$ cat src/rtl/dsr_pkg.sv
package dsr_pkg;

    typedef enum logic {
        LANE_SINGLE = 1'b0,
        LANE_DUAL   = 1'b1
    } lane_mode_e;

    typedef struct packed {
        logic hi;
        logic lo;
    } pin_pair_t;

    function automatic int unsigned slots_per_word(input lane_mode_e m, input int unsigned w);
        return (m == LANE_DUAL) ? (w / 2) : w;
    endfunction

endpackage

$ cat src/rtl/dsr_phase_track.sv
module dsr_phase_track
    import dsr_pkg::*;
#(
    parameter int unsigned HDR_CLKS = 40
) (
    input  logic       clk,
    input  logic       rst,
    input  logic       sel_i,
    input  logic       hold_i,
    input  logic       sck_rise_i,
    input  logic       dual_i,
    output logic       data_phase_o,
    output lane_mode_e mode_o
);
    localparam int unsigned CNT_W = $clog2(HDR_CLKS + 1);

    logic [CNT_W-1:0] cnt_q;
    logic             phase_q;
    lane_mode_e       mode_q;
    logic             rise_ok;

    assign rise_ok = sck_rise_i && !hold_i && !phase_q;

    always_ff @(posedge clk) begin
        if (rst || !sel_i) begin
            cnt_q   <= '0;
            phase_q <= 1'b0;
            mode_q  <= LANE_SINGLE;
        end else if (rise_ok) begin
            if (cnt_q == CNT_W'(HDR_CLKS - 1)) begin
                cnt_q   <= '0;
                phase_q <= 1'b1;
                mode_q  <= dual_i ? LANE_DUAL : LANE_SINGLE;
            end else begin
                cnt_q <= cnt_q + 1'b1;
            end
        end
    end

    assign data_phase_o = phase_q;
    assign mode_o       = mode_q;

    // width mode frozen for the whole data phase
    p_mode_frozen_r8: assert property (@(posedge clk) disable iff (rst || !sel_i)
        (phase_q && $past(phase_q)) |-> $stable(mode_q));

    // the counter never runs past the header length
    p_cnt_bound_r3: assert property (@(posedge clk) disable iff (rst)
        cnt_q < CNT_W'(HDR_CLKS));

endmodule

$ cat src/rtl/dsr_shifter.sv
module dsr_shifter
    import dsr_pkg::*;
#(
    parameter int unsigned DATA_W = 8
) (
    input  logic              clk,
    input  logic              rst,
    input  logic              clear_i,
    input  logic              step_i,
    input  lane_mode_e        mode_i,
    input  logic [DATA_W-1:0] byte_i,
    output pin_pair_t         pins_o,
    output logic              req_o
);
    localparam int unsigned SLOT_W = $clog2(DATA_W);
    localparam int unsigned DUAL_SLOTS   = DATA_W / 2;
    localparam int unsigned SINGLE_SLOTS = DATA_W;

    logic [SLOT_W-1:0] slot_q;
    logic [DATA_W-1:0] shreg_q;
    pin_pair_t         pins_q;
    logic              req_q;

    logic [DATA_W-1:0] word;
    logic [DATA_W-1:0] word_next;
    pin_pair_t         pins_next;
    logic              slot_is_last;

    assign word = (slot_q == '0) ? byte_i : shreg_q;

    always_comb begin
        if (mode_i == LANE_DUAL) begin
            pins_next.hi = word[DATA_W-1];
            pins_next.lo = word[DATA_W-2];
            word_next    = {word[DATA_W-3:0], 2'b00};
            slot_is_last = (slot_q == SLOT_W'(DUAL_SLOTS - 1));
        end else begin
            pins_next.hi = word[DATA_W-1];
            pins_next.lo = 1'b0;
            word_next    = {word[DATA_W-2:0], 1'b0};
            slot_is_last = (slot_q == SLOT_W'(SINGLE_SLOTS - 1));
        end
    end

    always_ff @(posedge clk) begin
        if (rst || clear_i) begin
            slot_q  <= '0;
            shreg_q <= '0;
            pins_q  <= '0;
            req_q   <= 1'b0;
        end else begin
            req_q <= 1'b0;
            if (step_i) begin
                pins_q  <= pins_next;
                shreg_q <= word_next;
                slot_q  <= slot_is_last ? '0 : slot_q + 1'b1;
                req_q   <= slot_is_last;
            end
        end
    end

    assign pins_o = pins_q;
    assign req_o  = req_q;

    // a request is a single-cycle pulse
    p_req_single_r6: assert property (@(posedge clk) disable iff (rst)
        req_q |=> !req_q);

    // a request coincides with the slot counter wrapping to the byte start
    p_req_at_wrap_r6: assert property (@(posedge clk) disable iff (rst)
        req_q |-> (slot_q == '0));

    // in dual mode the slot index stays below the pair count
    p_dual_slot_range_r5: assert property (@(posedge clk) disable iff (rst)
        (mode_i == LANE_DUAL) |-> (slot_q < SLOT_W'(DUAL_SLOTS)));

endmodule

$ cat src/rtl/dsr_pin_gate.sv
module dsr_pin_gate
    import dsr_pkg::*;
(
    input  logic       sel_i,
    input  logic       hold_i,
    input  logic       data_phase_i,
    input  lane_mode_e mode_i,
    input  pin_pair_t  pins_i,
    output logic       io1_out_o,
    output logic       io1_oe_o,
    output logic       io0_out_o,
    output logic       io0_oe_o
);
    logic drive_ok;

    always_comb begin
        drive_ok  = sel_i && !hold_i && data_phase_i;
        io1_oe_o  = drive_ok;
        io0_oe_o  = drive_ok && (mode_i == LANE_DUAL);
        io1_out_o = pins_i.hi;
        io0_out_o = (mode_i == LANE_DUAL) ? pins_i.lo : 1'b0;
    end

endmodule

$ cat src/rtl/dual_read_serializer.sv
module dual_read_serializer
    import dsr_pkg::*;
#(
    parameter int unsigned DATA_W   = 8,
    parameter int unsigned HDR_CLKS = 40
) (
    input  logic              clk,
    input  logic              rst,
    input  logic              sel_i,
    input  logic              hold_i,
    input  logic              sck_rise_i,
    input  logic              sck_fall_i,
    input  logic              dual_i,
    input  logic [DATA_W-1:0] byte_i,
    output logic              byte_req_o,
    output logic              io1_out_o,
    output logic              io1_oe_o,
    output logic              io0_out_o,
    output logic              io0_oe_o
);
    logic       data_phase;
    lane_mode_e mode;
    pin_pair_t  pins;
    logic       step;
    logic       clear;

    assign step  = sck_fall_i && sel_i && !hold_i && data_phase;
    assign clear = !sel_i || !data_phase;

    dsr_phase_track #(
        .HDR_CLKS (HDR_CLKS)
    ) u_phase (
        .clk          (clk),
        .rst          (rst),
        .sel_i        (sel_i),
        .hold_i       (hold_i),
        .sck_rise_i   (sck_rise_i),
        .dual_i       (dual_i),
        .data_phase_o (data_phase),
        .mode_o       (mode)
    );

    dsr_shifter #(
        .DATA_W (DATA_W)
    ) u_shift (
        .clk     (clk),
        .rst     (rst),
        .clear_i (clear),
        .step_i  (step),
        .mode_i  (mode),
        .byte_i  (byte_i),
        .pins_o  (pins),
        .req_o   (byte_req_o)
    );

    dsr_pin_gate u_gate (
        .sel_i        (sel_i),
        .hold_i       (hold_i),
        .data_phase_i (data_phase),
        .mode_i       (mode),
        .pins_i       (pins),
        .io1_out_o    (io1_out_o),
        .io1_oe_o     (io1_oe_o),
        .io0_out_o    (io0_out_o),
        .io0_oe_o     (io0_oe_o)
    );

    // both pins released while deselected
    p_hiz_desel_r1: assert property (@(posedge clk) disable iff (rst)
        !sel_i |-> (!io1_oe_o && !io0_oe_o));

    // both pins released during hold
    p_hiz_hold_r2: assert property (@(posedge clk) disable iff (rst)
        hold_i |-> (!io1_oe_o && !io0_oe_o));

    // pin values and request frozen across a held cycle
    p_hold_freeze_r2: assert property (@(posedge clk) disable iff (rst || !sel_i)
        (hold_i && !byte_req_o) |=> ($stable(io1_out_o) && $stable(io0_out_o) && !byte_req_o));

    // nothing driven before the header is complete
    p_no_drive_hdr_r3: assert property (@(posedge clk) disable iff (rst)
        !data_phase |-> (!io1_oe_o && !io0_oe_o && !byte_req_o));

    // IO0 never driven in single mode
    p_io0_input_r4: assert property (@(posedge clk) disable iff (rst)
        (mode == LANE_SINGLE) |-> (!io0_oe_o && !io0_out_o));

    // quiet outputs under reset
    p_reset_quiet_r9: assert property (@(posedge clk)
        rst |=> (!byte_req_o && !io1_out_o && !io0_out_o));

endmodule

$ cat config.mk
export PLATFORM = sky130hd
export DESIGN_NAME = dual_read_serializer
export DESIGN_NICKNAME = d
export VERILOG_FILES = /design/src/rtl/dsr_pkg.sv /design/src/rtl/dsr_phase_track.sv /design/src/rtl/dsr_shifter.sv /design/src/rtl/dsr_pin_gate.sv /design/src/rtl/dual_read_serializer.sv
export SDC_FILE = /design/constraint.sdc
export NUM_CORES = 1
export LEC_CHECK = 0
export BUFFER_PORTS_ARGS = -buffer_cell sky130_fd_sc_hd__buf_2
export CORE_MARGIN = 4
export CORE_UTILIZATION = 49
export DETAILED_ROUTE_END_ITERATION = 10
export PLACE_DENSITY = 0.74
export SLEW_MARGIN = 20
export SYNTH_ARGS = -nofsm -noshare
export SYNTH_HDL_FRONTEND = slang
export SYNTH_SLANG_ARGS = --single-unit
$ cat constraint.sdc
create_clock -name clk -period 1.6 [get_ports clk]
set_input_delay 0.24 -clock clk [delete_from_list [all_inputs] [get_ports clk]]
set_output_delay 0.24 -clock clk [all_outputs]
set_load 0.03 [all_outputs]
==> results_dict.tcl, run 1 <==
set metrics [dict create \
    async_reset_ff_frac 0 \
    yosys_warnings 0 \
    ys_seq_elements 21 \
    drtIter0Drc 17 \
    rrSetupSlack_ns 0.06 \
    dieArea_um2 3140 \
    drv_cap 0 \
    worst-path-max-fanout 10 \
    fmax_mhz 650 \
    cts_max_level 1 \
    first_global_vias 952 \
    ys_types 42 \
    p_sw_frac 0.225 \
    finalNetCount 158 \
    totalWireLength_um 2420 \
    path_class "reg -> reg" \
    grt_max_degree 15 \
    cp_cell_sequence "inv_1 > ha_1 > nor2b_1 > buf_4 > mux4_2 > a31o_2" \
    start_kind "flop" \
    slew_violations 0 \
    p_switching_uw 189 \
    root_buffer "clkbuf_4" \
    yosysTopAreaCell "dfxtp_1" \
    cts_tree "built" \
    synth_top_flop_cell "dfxtp_1" \
    drc 0 \
    period_minus_slack_ns 1.54 \
    seq_area_um2 423 \
    detail-route-antenna-nets 0 \
    post_cts.repair.setup_buffers 0 \
    synth_edf_count 0 \
    crit_arrival_ns 1.75 \
    dr.pass1.iters 4 \
    vias 998 \
    io_pins 20 \
    routabilityCongestion 0.774 \
    die-height_um 56.1 \
    initial_core_util 0.512 \
    grt_pass1_wl_um 4110 \
    drt-vias-per-instance 5.98 \
    setup_viol 0 \
    skew_ns 0.00546 \
    p_int_uw 649 \
    drive_gt1_frac 0.309 \
    utilization 0.585 \
    power_density_nw_per_um2 647 \
    dieWidth_um 56.1 \
    hold_path_depth 2 \
    power_frac_comb 0.061 \
    n_fill_cell 220 \
    antenna_found_initial 0 \
    cts_made_buffers 3 \
    r2r_end "u_shift.shreg_q[5]$_SDFFE_PP0P_" \
    multi_input_area_um2 666 \
    row_count 17 \
    avgSynthCellArea_um2 9.52 \
    max-clock-path-buffers 2 \
    p_seq_frac 0.627 \
    irDropWorstVdd_mv 0.392 \
    slew_headroom 0.710 \
    netlist.area_leader.share 0.371 \
    r2r_cells 6 \
    grt_overflow 0 \
    clk_latency_ns 0.30 \
    crit_required_ns 1.81 \
    synthCells 119 \
    period_share 0.962 \
    syn_nets 137 \
    dp_hpwl_um 1850 \
    min-delay-path-class "in -> reg" \
    port_buffers 19 \
    path_depth 6 \
    finalSetupTns_ns 0 \
    coreArea_um2 2210 \
    worst_pin_slew_ns 0.435 \
    synthesis.area_um2 1130 \
    n_antenna_cell 0 \
    r2r_start "u_shift.slot_q[0]$_SDFFE_PP0P_" \
    gr-usage-all-layers 0.162 \
    cpPeakStageDelay_ns 0.35 \
    crit_family "flip-flops" \
    rsz0062_at_grt "false" \
    power_leakage_uw 0.000529 \
    final_cell_mix "buf_2 (19), dfxtp_1 (19), nand2_1 (7), a21oi_1 (7)" \
    clk_pin_slew_ns 0.12 \
    path_buf_inv 2 \
    clock-sinks 21 \
    area_growth_pct 14.3 \
    clock_power_share 0.312 \
    wire_per_inst_um 14.5 \
    status "complete, no violations" \
    ys_top_cells_by_area "dfxtp_1 (37%), mux4_2 (9.9%), a31o_2 (4.6%)" \
    finalHoldViolCount 0 \
    hold_start "rst" \
    slowest_stage "dfxtp_1" \
    synth.yosys.seq_area_share 0.371 \
    cp-end-kind "flop" \
    hold_path_end "u_shift.req_o$_SDFF_PP0_" \
]
## synth_stat cells, drive strengths merged (2+ instances only)
cell type  number
nand2           7
and3            5
mux2i           3
o21ai           6
nor2            4
a21oi           7
nor2b           3
nand2b          2
nor3            2
or3             3
ha              3
dfxtp          21
a31o            6
nand3           6
mux4            5
inv             5
o41ai           2
or4             2
or3b            2
clkbuf          4
buf             3
## worst max-delay path by stage
stage | startpoint | endpoint
2_1_floorplan | u_shift.slot_q[0]$_SDFFE_PP0P_ | u_shift.shreg_q[3]$_SDFFE_PP0P_
3_3_place_gp | u_shift.slot_q[1]$_SDFFE_PP0P_ | u_shift.shreg_q[7]$_SDFFE_PP0P_
3_5_place_dp | u_shift.slot_q[1]$_SDFFE_PP0P_ | u_shift.shreg_q[3]$_SDFFE_PP0P_
4_1_cts | u_shift.slot_q[1]$_SDFFE_PP0P_ | u_shift.shreg_q[3]$_SDFFE_PP0P_
5_1_grt | u_shift.slot_q[0]$_SDFFE_PP0P_ | u_shift.shreg_q[4]$_SDFFE_PP0P_
6_report | u_shift.slot_q[0]$_SDFFE_PP0P_ | u_shift.shreg_q[5]$_SDFFE_PP0P_
## registers in the layout, summed over array words and instances (netlist names)
register and flops:
u_phase.cnt_q 6, u_phase.mode_o 1, u_shift.req_o 1, u_shift.pins_o 2, u_phase.data_phase_o 1, u_shift.shreg_q 7
u_shift.slot_q 3
## cell families (layout without fill, tap and decap cells)
logic type	after synthesis	count (layout)	synth area share
adder cells (fa/ha/maj)	3	3	0.0332
XOR/XNOR	1	1	0.00774
AND/OR/NAND/NOR	45	45	0.240
multiplexers	8	8	0.126
AO/OA/AOI/OAI	29	29	0.177
buffers and inverters	12	32	0.0453
flip-flops	21	21	0.371
## cell type report
class,count,share of cell area
repair buffers,23,0.0967
multi-input cells,86,0.515
flip-flops and latches,21,0.327
inverters,5,0.0145
well taps,28,0.0271
clock buffers,4,0.0203
## layer usage
layer / up-vias / part of all wire / track usage
met5: - / 0 / 0
met4: 0 / 0.016 / 0.0746
met3: 4 / 0.048 / 0.0302
met2: 25 / 0.47 / 0.264
met1: 475 / 0.47 / 0.207
li1: 494 / - / -
## power by group through the flow
stage | Sequential (µW) | Combinational (µW) | Clock (µW)
after floorplan | 536 | 22.8 | 0
after CTS | 525 | 50.8 | 265
after global placement | 537 | 49.0 | 0
final | 525 | 51.1 | 261
after detailed placement | 537 | 50.6 | 0
after global routing | 525 | 55.6 | 294
## worst register-to-register path, stage by stage, from the launching register on
cell and delay [ns]:
dfxtp_1 0.35, inv_1 0.05, ha_1 0.20, nor2b_1 0.13
buf_4 0.17, mux4_2 0.29, a31o_2 0.25
## through the flow
stage / total power [µW] / cells / hold slack, ns / instance area, µm² / setup WS [ns]
after CTS: 841 / 167 / 0.155 / 1290 / 0.0441
final: 837 / 167 / 0.150 / 1290 / 0.0609
after global placement: 586 / 163 / 0.448 / 1260 / 0.117
after floorplan: 559 / 119 / 0.312 / 1130 / 0.100
after global routing: 875 / 167 / 0.143 / 1290 / 0.00183
after detailed placement: 587 / 163 / 0.454 / 1260 / 0.0654
## what timing repair did
item | CTS | global route
endpoints found under the setup margin | 0 | 7
gates resized for setup | 0 | 3
hold buffers | 0 | 0
Power figures use the tool's default switching activity.
==> run 2: changes to the inputs <==
--- a/config.mk
+++ b/config.mk
@@ -5,7 +5,8 @@
 export SDC_FILE = /design/constraint.sdc
 export NUM_CORES = 1
 export LEC_CHECK = 0
-export BUFFER_PORTS_ARGS = -buffer_cell sky130_fd_sc_hd__buf_2
+export BUFFER_PORTS_ARGS = -buffer_cell sky130_fd_sc_hd__clkbuf_2
+export CAP_MARGIN = 0
 export CORE_MARGIN = 4
 export CORE_UTILIZATION = 49
 export DETAILED_ROUTE_END_ITERATION = 10
==> run 2 against run 1 <==
Net effect:
- register-to-register slack barely moved
- wire length grew 1.8%
- clock power hardly changed
- clock skew decreased by 0.0020 ns
- highest routed layer unchanged
- flip-flop and latch count unchanged
- worst setup slack improved by 0.0096 ns
- utilization increased by 0.96 points
- critical path type unchanged
==> results_dict.tcl, run 2 (synthesized netlist as in run 1, its figures left out) <==
set metrics [dict create \
    status "complete, no violations" \
    top_register "u_shift.shreg_q" \
    path_class "reg -> reg" \
    start_kind "flop" \
    min-delay-path-class "in -> reg" \
    root_buffer "clkbuf_4" \
    largest_register_ffs 7 \
    crit_arrival_ns 1.74 \
    totalWireLength_um 2460 \
    wire_per_inst_um 14.6 \
    n_antenna_cell 0 \
    p_switching_uw 185 \
    clk_latency_ns 0.30 \
    max-clock-path-buffers 2 \
    clk_pin_slew_ns 0.12 \
    grt_max_degree 14 \
    finalSetupTns_ns 0 \
    area_growth_pct 16.1 \
    top_regs "u_shift.shreg_q x7, u_phase.cnt_q x6, u_shift.slot_q x3" \
    hold_ws_ns 0.166 \
    rsz0062_at_grt "false" \
    cts_tree "built" \
    finalNetCount 160 \
    drive_gt1_frac 0.319 \
    dieArea_um2 3140 \
    hold_path_depth 2 \
    clock_power_share 0.310 \
    die-height_um 56.1 \
    power_density_nw_per_um2 632 \
    slew_violations 0 \
    p_sw_frac 0.222 \
    placed_cell_area_um2 1270 \
    dp_hpwl_um 1880 \
    crit_required_ns 1.81 \
    period_share 0.956 \
    slew_headroom 0.726 \
    p_int_uw 647 \
    drtIter0Drc 11 \
    setup.worst_path.end "u_shift.shreg_q[3]$_SDFFE_PP0P_" \
    fmax_mhz 654 \
    irDropWorstVdd_mv 0.497 \
    final_cell_mix "dfxtp_1 (19), clkbuf_2 (18), nand2_1 (7), a21oi_1 (7)" \
    first_global_vias 943 \
    n_fill_cell 211 \
    drc 0 \
    cts_made_buffers 3 \
    period_minus_slack_ns 1.53 \
    cts_hold_buf 0 \
    grt_pass1_wl_um 4080 \
    row_count 17 \
    coreArea_um2 2210 \
    rrSetupSlack_ns 0.07 \
    dr.pass1.iters 4 \
    io_pins 20 \
    initial_core_util 0.512 \
    power_frac_comb 0.061 \
    grt_overflow 0 \
    detail-route-antenna-nets 0 \
    place_ws_ns 0.0635 \
    worst-path-max-fanout 9 \
    cp-end-kind "flop" \
    antenna_found_initial 0 \
    cts_max_level 1 \
    drv_cap 0 \
    mostFrequentLayoutCell "dfxtp_1" \
    gr-usage-all-layers 0.160 \
    hold_start "dual_i" \
    dieWidth_um 56.1 \
    drt-vias-per-instance 5.94 \
    port_buffers 19 \
    skew_ns 0.00348 \
    routabilityCongestion 0.756 \
    layout_setup_ws_ns 0.0705 \
    power_leakage_uw 0.000538 \
    setup_viol 0 \
    worst_pin_slew_ns 0.411 \
    clock-sinks 21 \
    cp-startpoint "u_shift.slot_q[0]$_SDFFE_PP0P_" \
    vias 1004 \
    finalHoldViolCount 0 \
    post-route-cell-area_um2 1320 \
    r2r_cells 6 \
    r2r_start "u_shift.slot_q[0]$_SDFFE_PP0P_" \
    p_seq_frac 0.629 \
    r2r_end "u_shift.shreg_q[3]$_SDFFE_PP0P_" \
]
[run 2: per-stage QoR]
stage / total power, µW / instances / utilization
final: 832 / 169 / 0.594
after global routing: 867 / 169 / 0.594
after CTS: 842 / 168 / 0.585
after detailed placement: 587 / 164 / 0.573
after global placement: 586 / 164 / 0.573
after floorplan: 559 / 119 / -
[run 2: final cells by class]
class,count,area [µm²],area share
Inverter,5,18.8,0.0143
Tap cell,28,35.0,0.0266
Sequential cell,21,425,0.324
Multi-Input combinational cell,86,666,0.506
Clock buffer,4,26.3,0.0200
Timing Repair Buffer,25,144,0.109
[run 2: repair_timing]
action,in CTS,in global routing
pin swaps,0,0
buffers inserted,0,1
resized for setup,1,5
endpoints found under the setup margin,1,7
[run 2: power by group through the flow]
stage                     Sequential (µW)  Clock (µW)  Combinational [µW]
after floorplan                       536           0                22.8
after global placement                537           0                48.9
after detailed placement              537           0                50.4
after CTS                             525         267                50.5
after global routing                  524         288                55.5
final                                 523         258                50.6
[run 2: worst min path at each step]
stage                                                  to  slack (ns)
after floorplan                  u_shift.req_o$_SDFF_PP0_        0.31
after global placement     u_shift.pins_o[0]$_SDFFE_PP0P_        0.45
after detailed placement   u_shift.pins_o[0]$_SDFFE_PP0P_        0.47
after CTS                 u_shift.shreg_q[1]$_SDFFE_PP0P_        0.15
after global routing          u_phase.mode_o$_SDFFE_PP0P_        0.15
final                         u_phase.mode_o$_SDFFE_PP0P_        0.17
[run 2: critical path, stage by stage (launching register included)]
cell	delay, ns
dfxtp_1	0.33
inv_1	0.06
ha_1	0.15
nor2b_1	0.18
buf_6	0.16
mux4_2	0.30
a31o_2	0.25
[run 2: layer usage]
metal / global-route usage / share of wire / vias up
li1: - / - / 497
met1: 0.210 / 0.47 / 484
met2: 0.254 / 0.47 / 19
met3: 0.0255 / 0.044 / 4
met4: 0.0746 / 0.016 / 0
met5: 0 / 0 / -
==> run 3: changes to the inputs <==
--- a/config.mk
+++ b/config.mk
@@ -11,6 +11,7 @@
 export CORE_UTILIZATION = 49
 export DETAILED_ROUTE_END_ITERATION = 10
 export PLACE_DENSITY = 0.74
+export REMOVE_ABC_BUFFERS = 1
 export SLEW_MARGIN = 20
 export SYNTH_ARGS = -nofsm -noshare
 export SYNTH_HDL_FRONTEND = slang
==> run 3 against run 2 <==
Net effect:
- worst hold slack got worse by 0.0038 ns
- clock skew rose by 0.00079 ns
- critical path depth did not move
- total power up 0.35%
- critical path type unchanged
- sequential power is essentially flat
==> results_dict.tcl, run 3 (synthesized netlist as in run 1, its figures left out) <==
set metrics [dict create \
    drive_gt1_frac 0.312 \
    cts_made_buffers 3 \
    worst-path-max-fanout 10 \
    initial_core_util 0.512 \
    hold_start "dual_i" \
    area_growth_pct 13.7 \
    finalSetupTns_ns 0 \
    placed_cell_area_um2 1250 \
    max-clock-path-buffers 2 \
    r2r_cells 6 \
    cts_max_level 1 \
    clk_latency_ns 0.31 \
    start_kind "flop" \
    status "complete, no violations" \
    top_regs "u_shift.shreg_q x7, u_phase.cnt_q x6, u_shift.slot_q x3" \
    clock_power_share 0.310 \
    crit_required_ns 1.81 \
    power_frac_comb 0.061 \
    drtIter0Drc 21 \
    vias 979 \
    cts_tree "built" \
    die-height_um 56.1 \
    seq_area_um2 424 \
    hold_path_depth 2 \
    antenna_found_initial 0 \
    place_ws_ns 0.0252 \
    power_leakage_uw 0.000522 \
    routabilityCongestion 0.734 \
    slew_violations 0 \
    worst_pin_slew_ns 0.424 \
    dp_hpwl_um 1830 \
    finalNetCount 157 \
    irDropWorstVdd_mv 0.554 \
    final_cell_mix "clkbuf_2 (19), dfxtp_1 (18), nand2_1 (7), a21oi_1 (7)" \
    drt-vias-per-instance 5.90 \
    path_class "reg -> reg" \
    rrSetupSlack_ns 0.06 \
    top_register "u_shift.shreg_q" \
    clk_pin_slew_ns 0.12 \
    cp_cell_sequence "inv_1 > ha_1 > nor2b_1 > buf_4 > mux4_2 > a31o_2" \
    row_count 17 \
    io_pins 20 \
    dieWidth_um 56.1 \
    p_seq_frac 0.629 \
    grt_overflow 0 \
    slowest_stage "dfxtp_2" \
    r2r_start "u_shift.slot_q[0]$_SDFFE_PP0P_" \
    coreArea_um2 2210 \
    fmax_mhz 648 \
    post-route-cell-area_um2 1290 \
    root_buffer "clkbuf_4" \
    cp-end-kind "flop" \
    crit_arrival_ns 1.75 \
    n_antenna_cell 0 \
    p_int_uw 649 \
    drv_cap 0 \
    path_buf_inv 2 \
    mostFrequentLayoutCell "clkbuf_2" \
    grt_max_degree 14 \
    r2r_end "u_shift.shreg_q[6]$_SDFFE_PP0P_" \
    dieArea_um2 3140 \
    first_global_vias 935 \
    multi_input_area_um2 666 \
    gr-usage-all-layers 0.160 \
    wire_per_inst_um 14.4 \
    power_density_nw_per_um2 648 \
    skew_ns 0.00427 \
    largest_register_ffs 7 \
    cpPeakStageDelay_ns 0.37 \
    dr.pass1.iters 4 \
    period_share 0.964 \
    totalWireLength_um 2390 \
    p_sw_frac 0.223 \
    min-delay-path-class "in -> reg" \
    slew_headroom 0.716 \
    p_switching_uw 186 \
    drc 0 \
    setup_viol 0 \
    port_buffers 19 \
    cts_hold_buf 0 \
    crit_family "flip-flops" \
    grt_pass1_wl_um 4020 \
    clock-sinks 21 \
    hold_path_end "u_phase.mode_o$_SDFFE_PP0P_" \
    period_minus_slack_ns 1.54 \
    detail-route-antenna-nets 0 \
    finalHoldViolCount 0 \
    n_fill_cell 207 \
    layout_setup_ws_ns 0.0575 \
]
==> run 3: worst max path at each step <==
stage	startpoint	to	slack, ns	cells past startpoint
floorplan	u_shift.slot_q[0]$_SDFFE_PP0P_	u_shift.shreg_q[3]$_SDFFE_PP0P_	-0.16	5
global placement	u_shift.slot_q[0]$_SDFFE_PP0P_	u_shift.shreg_q[7]$_SDFFE_PP0P_	0.09	6
detailed placement	u_shift.slot_q[0]$_SDFFE_PP0P_	u_shift.shreg_q[6]$_SDFFE_PP0P_	0.03	6
CTS	u_shift.slot_q[0]$_SDFFE_PP0P_	u_shift.shreg_q[6]$_SDFFE_PP0P_	0.007	6
global route	u_shift.slot_q[0]$_SDFFE_PP0P_	u_shift.shreg_q[4]$_SDFFE_PP0P_	-0.004	6
finish	u_shift.slot_q[0]$_SDFFE_PP0P_	u_shift.shreg_q[6]$_SDFFE_PP0P_	0.06	6
==> run 3: layer usage <==
layer | vias up | track usage | wire [µm]
li1 | 489 | - | -
met1 | 462 | 0.200 | 1090
met2 | 23 | 0.270 | 1170
met3 | 5 | 0.0232 | 87
met4 | 0 | 0.0712 | 46
met5 | - | 0 | 0
==> run 3: area by class of cell <==
cell class	count	share of cell area
well taps	28	0.0272
repair buffers	22	0.0914
multi-input cells	86	0.517
flip-flops and latches	21	0.329
clock buffers	4	0.0204
inverters	5	0.0146
==> run 3: what timing repair did <==
item	4_1_cts	5_1_grt
gates resized for setup	1	3
setup buffers	0	0
endpoints found under the hold margin	0	0
setup endpoints to repair	1	6
==> run 3: power groups by stage <==
stage / registers, µW / logic [µW] / clock network, µW
after floorplan: 536 / 22.8 / 0
after global placement: 537 / 48.2 / 0
after detailed placement: 537 / 50.7 / 0
after CTS: 525 / 50.8 / 264
after global routing: 525 / 56.0 / 287
final: 525 / 51.0 / 259
==> run 3: stage by stage <==
step           power, µW   util  hold slack, ns  std cells
4_1_cts              840  0.579           0.152        166
3_3_place_gp         585  0.566           0.445        162
6_report             835  0.582           0.162        166
2_1_floorplan        559      -           0.312        112
3_5_place_dp         587  0.566           0.460        162
5_1_grt              868  0.582           0.157        166
